### config.mk
export PLATFORM = sky130hd
export DESIGN_NAME = hc_chan_irq_status
export DESIGN_NICKNAME = d
export VERILOG_FILES = /design/src/rtl/hcs_pkg.sv /design/src/rtl/hcs_xerr_count.sv /design/src/rtl/hcs_chan.sv /design/src/rtl/hc_chan_irq_status.sv
export SDC_FILE = /design/constraint.sdc
export NUM_CORES = 1
export LEC_CHECK = 0
export ABC_AREA = 0
export BUFFER_PORTS_ARGS = -buffer_cell sky130_fd_sc_hd__buf_2
export CORE_MARGIN = 2
export CORE_UTILIZATION = 51
export DETAILED_ROUTE_END_ITERATION = 10
export PLACE_DENSITY = 0.88
export SETUP_SLACK_MARGIN = 0.5
export SKIP_CTS_REPAIR_TIMING = 1
export SLEW_MARGIN = 25
export SYNTH_ARGS = -nofsm -noshare
export SYNTH_HDL_FRONTEND = slang
export SYNTH_SLANG_ARGS = --single-unit
### constraint.sdc
create_clock -name clk -period 2.7 [get_ports clk]
set_input_delay 0.27 -clock clk [delete_from_list [all_inputs] [get_ports clk]]
set_output_delay 0.27 -clock clk [all_outputs]
set_load 0.03 [all_outputs]
### src/rtl/hcs_pkg.sv
package hcs_pkg;

    localparam int STW = 14;
    localparam int EVW = 16;

    typedef logic [STW-1:0] stat_t;

    typedef enum logic [1:0] {
        MODE_NONE = 2'd0,
        MODE_BUF  = 2'd1,
        MODE_DESC = 2'd2,
        MODE_RSVD = 2'd3
    } dma_mode_e;

    typedef struct packed {
        logic is_desc;
        logic dma_on;
    } mode_ctl_t;

    // status bit positions
    localparam int ST_DONE   = 0;
    localparam int ST_HALT   = 1;
    localparam int ST_BUSERR = 2;
    localparam int ST_STALL  = 3;
    localparam int ST_NAK    = 4;
    localparam int ST_ACK    = 5;
    localparam int ST_NYET   = 6;
    localparam int ST_XERR   = 7;
    localparam int ST_BABBLE = 8;
    localparam int ST_FOVR   = 9;
    localparam int ST_TGL    = 10;
    localparam int ST_BNA    = 11;
    localparam int ST_XCS    = 12;
    localparam int ST_ROLL   = 13;

    // event strobe positions
    localparam int EV_DONE   = 0;
    localparam int EV_HALT   = 1;
    localparam int EV_BUSERR = 2;
    localparam int EV_STALL  = 3;
    localparam int EV_NAK    = 4;
    localparam int EV_ACK    = 5;
    localparam int EV_NYET   = 6;
    localparam int EV_CRC    = 7;
    localparam int EV_BABBLE = 8;
    localparam int EV_FOVR   = 9;
    localparam int EV_TGL    = 10;
    localparam int EV_BNA    = 11;
    localparam int EV_TMO    = 12;
    localparam int EV_ROLL   = 13;
    localparam int EV_STUFF  = 14;
    localparam int EV_EOP    = 15;

    // bits live only in descriptor mode, and per-transaction bits hidden there
    localparam stat_t DESC_ONLY = stat_t'(14'h3800);
    localparam stat_t XACT_BITS = stat_t'(14'h07F8);

    function automatic mode_ctl_t decode_mode(input dma_mode_e m);
        mode_ctl_t c;
        c.is_desc = (m == MODE_DESC);
        c.dma_on  = (m == MODE_BUF) || (m == MODE_DESC);
        return c;
    endfunction

    function automatic stat_t read_mask(input logic is_desc);
        return is_desc ? '1 : ~DESC_ONLY;
    endfunction

    function automatic stat_t irq_mask(input logic is_desc);
        return is_desc ? ~XACT_BITS : '1;
    endfunction

endpackage

### src/rtl/hcs_xerr_count.sv
module hcs_xerr_count #(
    parameter int STRIKES = 3
) (
    input  logic clk,
    input  logic rst,
    input  logic err_hit,
    input  logic good_hs,
    input  logic restart,
    output logic trip
);
    localparam int CW = $clog2(STRIKES + 1);
    localparam logic [CW-1:0] LAST = CW'(STRIKES - 1);
    localparam logic [CW-1:0] FULL = CW'(STRIKES);

    logic [CW-1:0] cnt_q;
    logic          wipe;

    assign wipe = restart | good_hs;
    assign trip = err_hit & ~wipe & (cnt_q == LAST);

    always_ff @(posedge clk) begin
        if (rst)
            cnt_q <= '0;
        else if (wipe)
            cnt_q <= '0;
        else if (err_hit && cnt_q != FULL)
            cnt_q <= cnt_q + 1'b1;
    end

    // after a trip the count sits at its ceiling
    assert_trip_saturates_R7: assert property (@(posedge clk) disable iff (rst)
        trip |=> (cnt_q == FULL));

    // a clearing event always empties the count
    assert_wipe_empties_R7: assert property (@(posedge clk) disable iff (rst)
        wipe |=> (cnt_q == '0));

endmodule

### src/rtl/hcs_chan.sv
module hcs_chan
    import hcs_pkg::*;
#(
    parameter int STRIKES = 3
) (
    input  logic           clk,
    input  logic           rst,
    input  mode_ctl_t      ctl,
    input  logic           isoc,
    input  logic           restart,
    input  logic [EVW-1:0] evt,
    input  stat_t          clr,
    output stat_t          view,
    output logic           pend
);
    stat_t st_q;
    stat_t set_v;
    logic  xerr;
    logic  good_hs;
    logic  trip;

    assign xerr    = evt[EV_CRC] | evt[EV_TMO] | evt[EV_STUFF] | evt[EV_EOP];
    assign good_hs = evt[EV_DONE] | evt[EV_NAK] | evt[EV_ACK] | evt[EV_NYET];

    hcs_xerr_count #(.STRIKES(STRIKES)) u_cnt (
        .clk     (clk),
        .rst     (rst),
        .err_hit (xerr),
        .good_hs (good_hs),
        .restart (restart),
        .trip    (trip)
    );

    always_comb begin
        set_v             = '0;
        set_v[ST_DONE]    = evt[EV_DONE];
        set_v[ST_BUSERR]  = evt[EV_BUSERR] & ctl.dma_on;
        set_v[ST_STALL]   = evt[EV_STALL];
        set_v[ST_NAK]     = evt[EV_NAK];
        set_v[ST_ACK]     = evt[EV_ACK];
        set_v[ST_NYET]    = evt[EV_NYET];
        set_v[ST_XERR]    = xerr;
        set_v[ST_BABBLE]  = evt[EV_BABBLE];
        set_v[ST_FOVR]    = evt[EV_FOVR];
        set_v[ST_TGL]     = evt[EV_TGL];
        set_v[ST_BNA]     = evt[EV_BNA] & ctl.is_desc & ~isoc;
        set_v[ST_XCS]     = trip & ctl.is_desc & ~isoc;
        set_v[ST_ROLL]    = evt[EV_ROLL] & ctl.is_desc;
        set_v[ST_HALT]    = evt[EV_HALT] |
                            (ctl.is_desc & (set_v[ST_BUSERR] | set_v[ST_XCS] |
                                            evt[EV_BABBLE] | evt[EV_STALL]));
    end

    always_ff @(posedge clk) begin
        if (rst)
            st_q <= '0;
        else
            st_q <= (st_q & ~clr) | set_v;
    end

    assign view = st_q & read_mask(ctl.is_desc);
    assign pend = |(view & irq_mask(ctl.is_desc));

    // bits only fall when software writes a one to them
    assert_sticky_R2: assert property (@(posedge clk) disable iff (rst)
        (st_q != '0) |=> ((($past(st_q) & ~$past(clr)) & ~st_q) == '0));

    // a clear with no competing set empties those bits
    assert_w1c_R3: assert property (@(posedge clk) disable iff (rst)
        ((clr & ~set_v) != '0) |=> ((st_q & $past(clr & ~set_v)) == '0));

    // excessive-error bit cannot rise outside descriptor mode
    assert_xcs_desc_only_R5: assert property (@(posedge clk) disable iff (rst)
        (!$past(ctl.is_desc) && !$past(st_q[ST_XCS])) |-> !st_q[ST_XCS]);

    // isochronous channels never gain the descriptor-not-ready bit
    assert_isoc_bna_R8: assert property (@(posedge clk) disable iff (rst)
        ($past(isoc) && !$past(st_q[ST_BNA])) |-> !st_q[ST_BNA]);

    // isochronous channels never gain the excessive-error bit
    assert_isoc_xcs_R7: assert property (@(posedge clk) disable iff (rst)
        ($past(isoc) && !$past(st_q[ST_XCS])) |-> !st_q[ST_XCS]);

endmodule

### src/rtl/hc_chan_irq_status.sv
module hc_chan_irq_status
    import hcs_pkg::*;
#(
    parameter int NCH     = 4,
    parameter int STRIKES = 3,
    localparam int CHW    = (NCH > 1) ? $clog2(NCH) : 1
) (
    input  logic               clk,
    input  logic               rst,
    input  logic [1:0]         dma_mode,
    input  logic [NCH-1:0]     ch_isoc,
    input  logic [NCH-1:0]     ch_restart,
    input  logic [NCH*EVW-1:0] ch_evt,
    input  logic               wr_en,
    input  logic [CHW-1:0]     wr_ch,
    input  logic [31:0]        wr_data,
    input  logic [CHW-1:0]     rd_ch,
    output logic [31:0]        rd_data,
    output logic [NCH-1:0]     ch_summary,
    output logic               host_ch_irq
);
    mode_ctl_t ctl;
    stat_t     views [NCH];
    logic      unused_wr_hi;

    assign ctl          = decode_mode(dma_mode_e'(dma_mode));
    assign unused_wr_hi = ^wr_data[31:STW];

    for (genvar i = 0; i < NCH; i++) begin : g_ch
        stat_t clr_v;
        assign clr_v = (wr_en && wr_ch == CHW'(i)) ? wr_data[STW-1:0] : '0;

        hcs_chan #(.STRIKES(STRIKES)) u_chan (
            .clk     (clk),
            .rst     (rst),
            .ctl     (ctl),
            .isoc    (ch_isoc[i]),
            .restart (ch_restart[i]),
            .evt     (ch_evt[i*EVW +: EVW]),
            .clr     (clr_v),
            .view    (views[i]),
            .pend    (ch_summary[i])
        );
    end

    always_comb begin
        rd_data = '0;
        for (int i = 0; i < NCH; i++) begin
            if (rd_ch == CHW'(i))
                rd_data[STW-1:0] = views[i];
        end
    end

    assign host_ch_irq = |ch_summary;

    // the line can only rise after an event strobe or a mode change
    assert_irq_cause_R11: assert property (@(posedge clk) disable iff (rst)
        $rose(host_ch_irq) |-> ($past(|ch_evt) || ($past(dma_mode) != dma_mode)));

    // a write alone, with no events, never raises the line
    assert_irq_no_write_rise_R3: assert property (@(posedge clk) disable iff (rst)
        (!host_ch_irq && ch_evt == '0) |=> (!host_ch_irq || ($past(dma_mode) != dma_mode)));

endmodule

; Word level (Yosys, flattened, before mapping)
; Cells that the tools add are included.
[word_totals]
reg_bits = 64
output_inout_bits = 37
wordCells = 166
[classes]
muxes = 10
eq_ne = 16
reduce_logical = 20
add_sub_neg = 4
bitwise = 108
[ops]
columns = cell, n
row1 = $and 14x14->14, 12
row2 = $mux 14, 9
row3 = $not 14->14, 4
row4 = $or 14x14->14, 4
row5 = $reduce_or 14->1, 4
row6 = $reduce_or 56->1, 1
row7 = $or 1x1->1, 44
row8 = $and 1x1->1, 36
row9 = $eq 2x2->1 const B, 9
row10 = $mux 11, 1
row11 = $add 2x1->2 const B, 4
row12 = $logic_and 1x1->1, 8
row13 = $ne 2x2->1 const B, 4
row14 = $not 1->1, 8
row15 = $reduce_or 2->1, 4
row16 = $eq 2x1->1 const B, 3
row17 = $logic_not 2->1, 2
row18 = $logic_or 1x1->1, 1

; Logic depth before layout (Yosys ltp)
[depth]
word_depth = 15
depth_mapped = 7
ltp_nobuf = 6

; Modules after synthesis
; From an unflattened synthesis, not the netlist that was laid out.
[unflattened]
hier_cells = 498
area_unflattened_um2 = 4302.9
[modules_own_cells]
columns = module, cells_per_inst, area_per_inst_um2, n_inst, seq_area_each_um2
row1 = hcs_chan, 83, 663.1, 4, 280.3
row2 = hc_chan_irq_status, 114, 1149.9, 1, 0.0
row3 = hcs_xerr_count, 13, 125.1, 4, 40.0

; Worst setup path before layout
; Ideal clock, no wire load.
[synth_path]
path_type = input -> output
start = in dma_mode[0]
end = out host_ch_irq
path_buffers = 1
arrival_time_ns = 1.968
required_time_ns = 2.430
path_slack_ns = 0.462
path_stages = 7
path_cell_list = inv_1 > ha_1 > buf_6 > nor3_2 > a31oi_1 > or4_4 > or4_1
[synth_via]
elab_chain_cells = 5
elab_cells_between_ends = 12
classes_between = eq/ne (1) / mux (2) / bitwise (8) / reduce/logical (1)
[synth_lines]
columns = item, line_no
row1 = "start, declared", hc_chan_irq_status.sv:10  ; input logic [1:0] dma_mode,
row2 = $eq 2x2->1 *, hcs_pkg.sv:60  ; c.is_desc = (m == MODE_DESC);
row3 = $mux 14, hcs_pkg.sv:66  ; return is_desc ? '1 : ~DESC_ONLY;
row4 = $and 14x14->14, hcs_chan.sv:61  ; assign view = st_q & read_mask(ctl.is_desc);
row5 = $and 14x14->14, hcs_chan.sv:62  ; assign pend = |(view & irq_mask(ctl.is_desc));
row6 = $reduce_or 56->1 *, hc_chan_irq_status.sv:54  ; assign host_ch_irq = |ch_summary;
row7 = "end, declared", hc_chan_irq_status.sv:20  ; output logic host_ch_irq
; Mark *: on every way between the ends. The rest lies on a longest branch, timed or not.

; Worst setup path in the final report
[layout_path]
start = reg g_ch[3].u_chan.st_q[3]
end = out host_ch_irq
[layout_via]
elab_chain_cells = 3
[layout_lines]
columns = item, line_no
row1 = "start, declared", hcs_chan.sv:16  ; stat_t st_q;
row2 = "start signal, assigned", hcs_chan.sv:58  ; st_q <= (st_q & ~clr) | set_v;
row3 = $and 14x14->14, hcs_chan.sv:61
row4 = $and 14x14->14, hcs_chan.sv:62
row5 = $reduce_or 56->1, hc_chan_irq_status.sv:54
; No other way between the ends.

==> results by group <==
Final layout
  – Final non-filler cell total: 577
  – Layout cells sized above 1: between 30% and 40%
  – Post-route design area: approximately 4100 um^2
  – Filler cells: ~520
  – Final Core Density: 65.1%
  – Nets: 617
  – Diodes inserted: 0
  – Syn-to-layout area delta: 24.1%

STA
  – Final setup viols: 0
  – Worst setup margin: 0.130 ns
  – Fin Setup TNS: 0 ns
  – Worst slew pin tran: about 0.9 ns
  – Skew final: 0.00372 ns
  – Max Clk Rate: ~0.4 GHz
  – Hold Vio Cnt, Final: 0
  – Slew Limit Headroom: 40.5%
  – Fin crit period: ~2.6 ns
  – Unrepaired setup endpoints after global routing: yes
  – Fin crit share: 95.2%
  – Max-slew violations: 0

Run status
  – Status: finished clean

Power
  – Sw frac: 28.5%
  – Clock Power Share: approximately two fifths
  – Seq pwr share: around 44%
  – Cell-internal power: ~0.0017 W
  – VDD IR max: 340 uV
  – Combinational share of power: between 10% and 20%
  – PD cells: roughly 580 nW/um^2
  – Net switching power figure: between 0.0006 and 0.0007 W
  – Pleak: roughly 1.7 nW

Worst hold path
  – Hold endpoint: g_ch[1].u_chan.st_q[10]
  – HP Class: input pin to register
  – Hold depth: 3
  – HP Start: ch_evt[26]

Synthesis
  – Area leader, netlist: dfxtp_1
  – Largest family of logic cells by synthesized area: simple AND/OR/NAND/NOR gates
  – Flops & latches, synth: 64
  – Post-Synth XOR/XNOR Area: 1.05%
  – Post-Synth Adder-Cell Area: about 3.4%
  – Distinct cell type count after synthesis: 32
  – Synth warn: 0
  – Post-synthesis compound-gate area fraction: between 10% and 20%
  – Synth top area share: around two fifths
  – Top-count cell post-synth: dfxtp_1
  – Synth Area in Simple Gates: a little over a quarter
  – Portion of netlist area occupied by mux cells: 9.47%
  – Mapped cell area: roughly 3300 um^2
  – Syn Area/Cell: approximately 8.5 um^2
  – EDFF count, synth: 0
  – Register area share after synthesis: slightly below 40%
  – Most frequent cells after synthesis: dfxtp_1 (64), nand2_1 (60), nor2_1 (60)
  – Top cells by area, synth: dfxtp_1 (38%), mux4_2 (9.5%), a21oi_1 (7.2%)
  – Primary FF master, synth: dfxtp_1
  – Cells after Synth: between 300 and 400
  – Asr flop ratio synth: 0%

Clock tree
  – CTS buffer count: 9
  – Clk buf depth: 2
  – H-tree depth: 3
  – Clk root buf: clkbuf_8
  – CTS sink count: 64
  – Worst-path clk slew: 0.07 ns
  – Clock latency on the worst-skew pair: 0.34 ns
  – CTS tree: yes

Global routing
  – Grt total ovfl: 0
  – Pin count of the biggest net entering global routing: 65
  – Antenna violations before repair: 0
  – First-pass GRT wire length: about 16000 um
  – Vias in the first global route: 3296
  – Global Route Usage Sum: between 20 and 30%

Floorplan
  – Core box area: about 6300 um^2
  – Ports: 150
  – Initial Util: between 50 and 60%
  – DIE HEIGHT: roughly 85 um
  – Die X: 84.8 um
  – # rows: 29
  – Die Area: ~7200 um^2

Setup path
  – Crit path kind: register to output pin
  – Crit Path Max Fanout: 3
  – Reg2reg start: g_ch[3].u_chan.u_cnt.cnt_q[0]
  – Reg-to-Reg End: g_ch[3].u_chan.st_q[1]
  – Worst path required time: 2.43 ns
  – R2R Setup Slk: roughly 1.3 ns
  – CP Launch Type: register
  – CP Capture Type: output pin
  – Register-to-Register Path Depth: 6
  – Critical path data arrival time: around 2.3 ns

Placed design
  – HPWL after detailed placement: ~7600 um
  – Area post-placement: ~3800 um^2
  – # placed instances: roughly 560
  – GPL Wtd Cong: 0.929
  – Place WS: 0.159 ns
  – Count of input and output buffers: around 110

Detailed routing
  – # DRC: 0
  – Antenna viol nets, final: 0
  – Vias post-DR: ~3400
  – DRC marker count from the first detailed-route iteration: roughly 280
  – Post-DR vias/cell: 5.88
  – DR pass1 iterations: 5
  – Total Wirelength: approximately 10000 um
  – WL/cell: between 15 and 20 um

Run
  – Max-cap viol count: 0
## layer usage
| layer | GRT usage, % | vias up | wire, um |
|---|---|---|---|
| met2 | 44.9 | 235 | 4800 |
| met5 | 0 | - | 0 |
| met4 | 17.7 | 0 | 414 |
| met3 | 6.59 | 39 | 977 |
| met1 | 34.6 | 1567 | 3990 |
| li1 | - | 1554 | - |
## flip-flops by register name, summed over array words and instances (netlist names)
| signal | flops |
|---|---|
| g_ch.u_chan.st_q | 56 |
| g_ch.u_chan.u_cnt.cnt_q | 8 |
## critical path, stage by stage (launching register included)
cell and delay [ns]:
dfxtp_4 0.37, nor4_4 0.32, a31oi_1 0.14, or4_4 0.44
or4_4 0.54, buf_6 0.15
## cells in the final DEF (no fill, tap or decap), drive strengths merged, types with 2 or more instances in the layout
cell type / netlist / layout
mux4: 14 / 14
or2: 4 / 4
clkbuf: 18 / 10
and3b: 2 / 2
buf: 24 / 118
or4: 9 / 9
nand2b: 3 / 3
a21oi: 48 / 48
clkinv: 0 / 3
bufinv: 0 / 2
and2: 3 / 3
o41ai: 5 / 5
nand2: 60 / 60
nor3: 9 / 9
xnor2: 4 / 4
inv: 5 / 5
conb: 1 / 18
a22oi: 12 / 12
a2111oi: 4 / 4
dfxtp: 64 / 64
nor4b: 7 / 7
nor4: 12 / 12
a31oi: 4 / 4
ha: 9 / 9
nor2: 60 / 60
nor2b: 8 / 8
## logic make-up (layout without fill, tap and decap cells)
kind of cell	after synthesis	after routing
buffers and inverters	47	139
other	1	18
adder cells (fa/ha/maj)	9	9
XOR/XNOR	4	4
multiplexers	14	14
flip-flops	64	64
AO/OA/AOI/OAI	73	73
AND/OR/NAND/NOR	179	179
## worst max path at each step
stage	startpoint	endpoint	slack [ns]	cells after the start
final	g_ch[3].u_chan.st_q[3]	host_ch_irq	0.13	5
after global placement	dma_mode[0]	host_ch_irq	0.21	9
after detailed placement	dma_mode[0]	host_ch_irq	0.16	9
after floorplan	dma_mode[0]	host_ch_irq	0.55	7
after CTS	g_ch[3].u_chan.st_q[6]	host_ch_irq	0.05	5
after global routing	g_ch[3].u_chan.st_q[12]	host_ch_irq	0.10	5
## area by class of cell
| type | count | area (um^2) | area share (%) |
|---|---|---|---|
| multi-input combinational | 297 | 1900 | 46.0 |
| sequential | 64 | 1290 | 31.1 |
| timing repair buffer | 118 | 609 | 14.7 |
| clock buffer | 10 | 138 | 3.33 |
| tap | 77 | 96.3 | 2.33 |
| clock inverter | 6 | 82.6 | 2.00 |
| inverter | 5 | 18.8 | 0.454 |
## stage by stage
step | hold slack [ns] | power [W]
2_1_floorplan | 0.387 | 0.00133
3_3_place_gp | 0.464 | 0.00145
3_5_place_dp | 0.475 | 0.00146
4_1_cts | 0.133 | 0.00236
5_1_grt | 0.142 | 0.00246
6_report | 0.133 | 0.00238
## power groups by stage
stage	clock network (W)	logic (W)	registers [W]
6_report	0.000921	0.000407	0.00106
5_1_grt	0.000961	0.000438	0.00106
4_1_cts	0.000917	0.000396	0.00105
3_5_place_dp	0	0.000393	0.00107
3_3_place_gp	0	0.000385	0.00107
2_1_floorplan	0	0.000277	0.00105
Power figures use the tool's default switching activity.
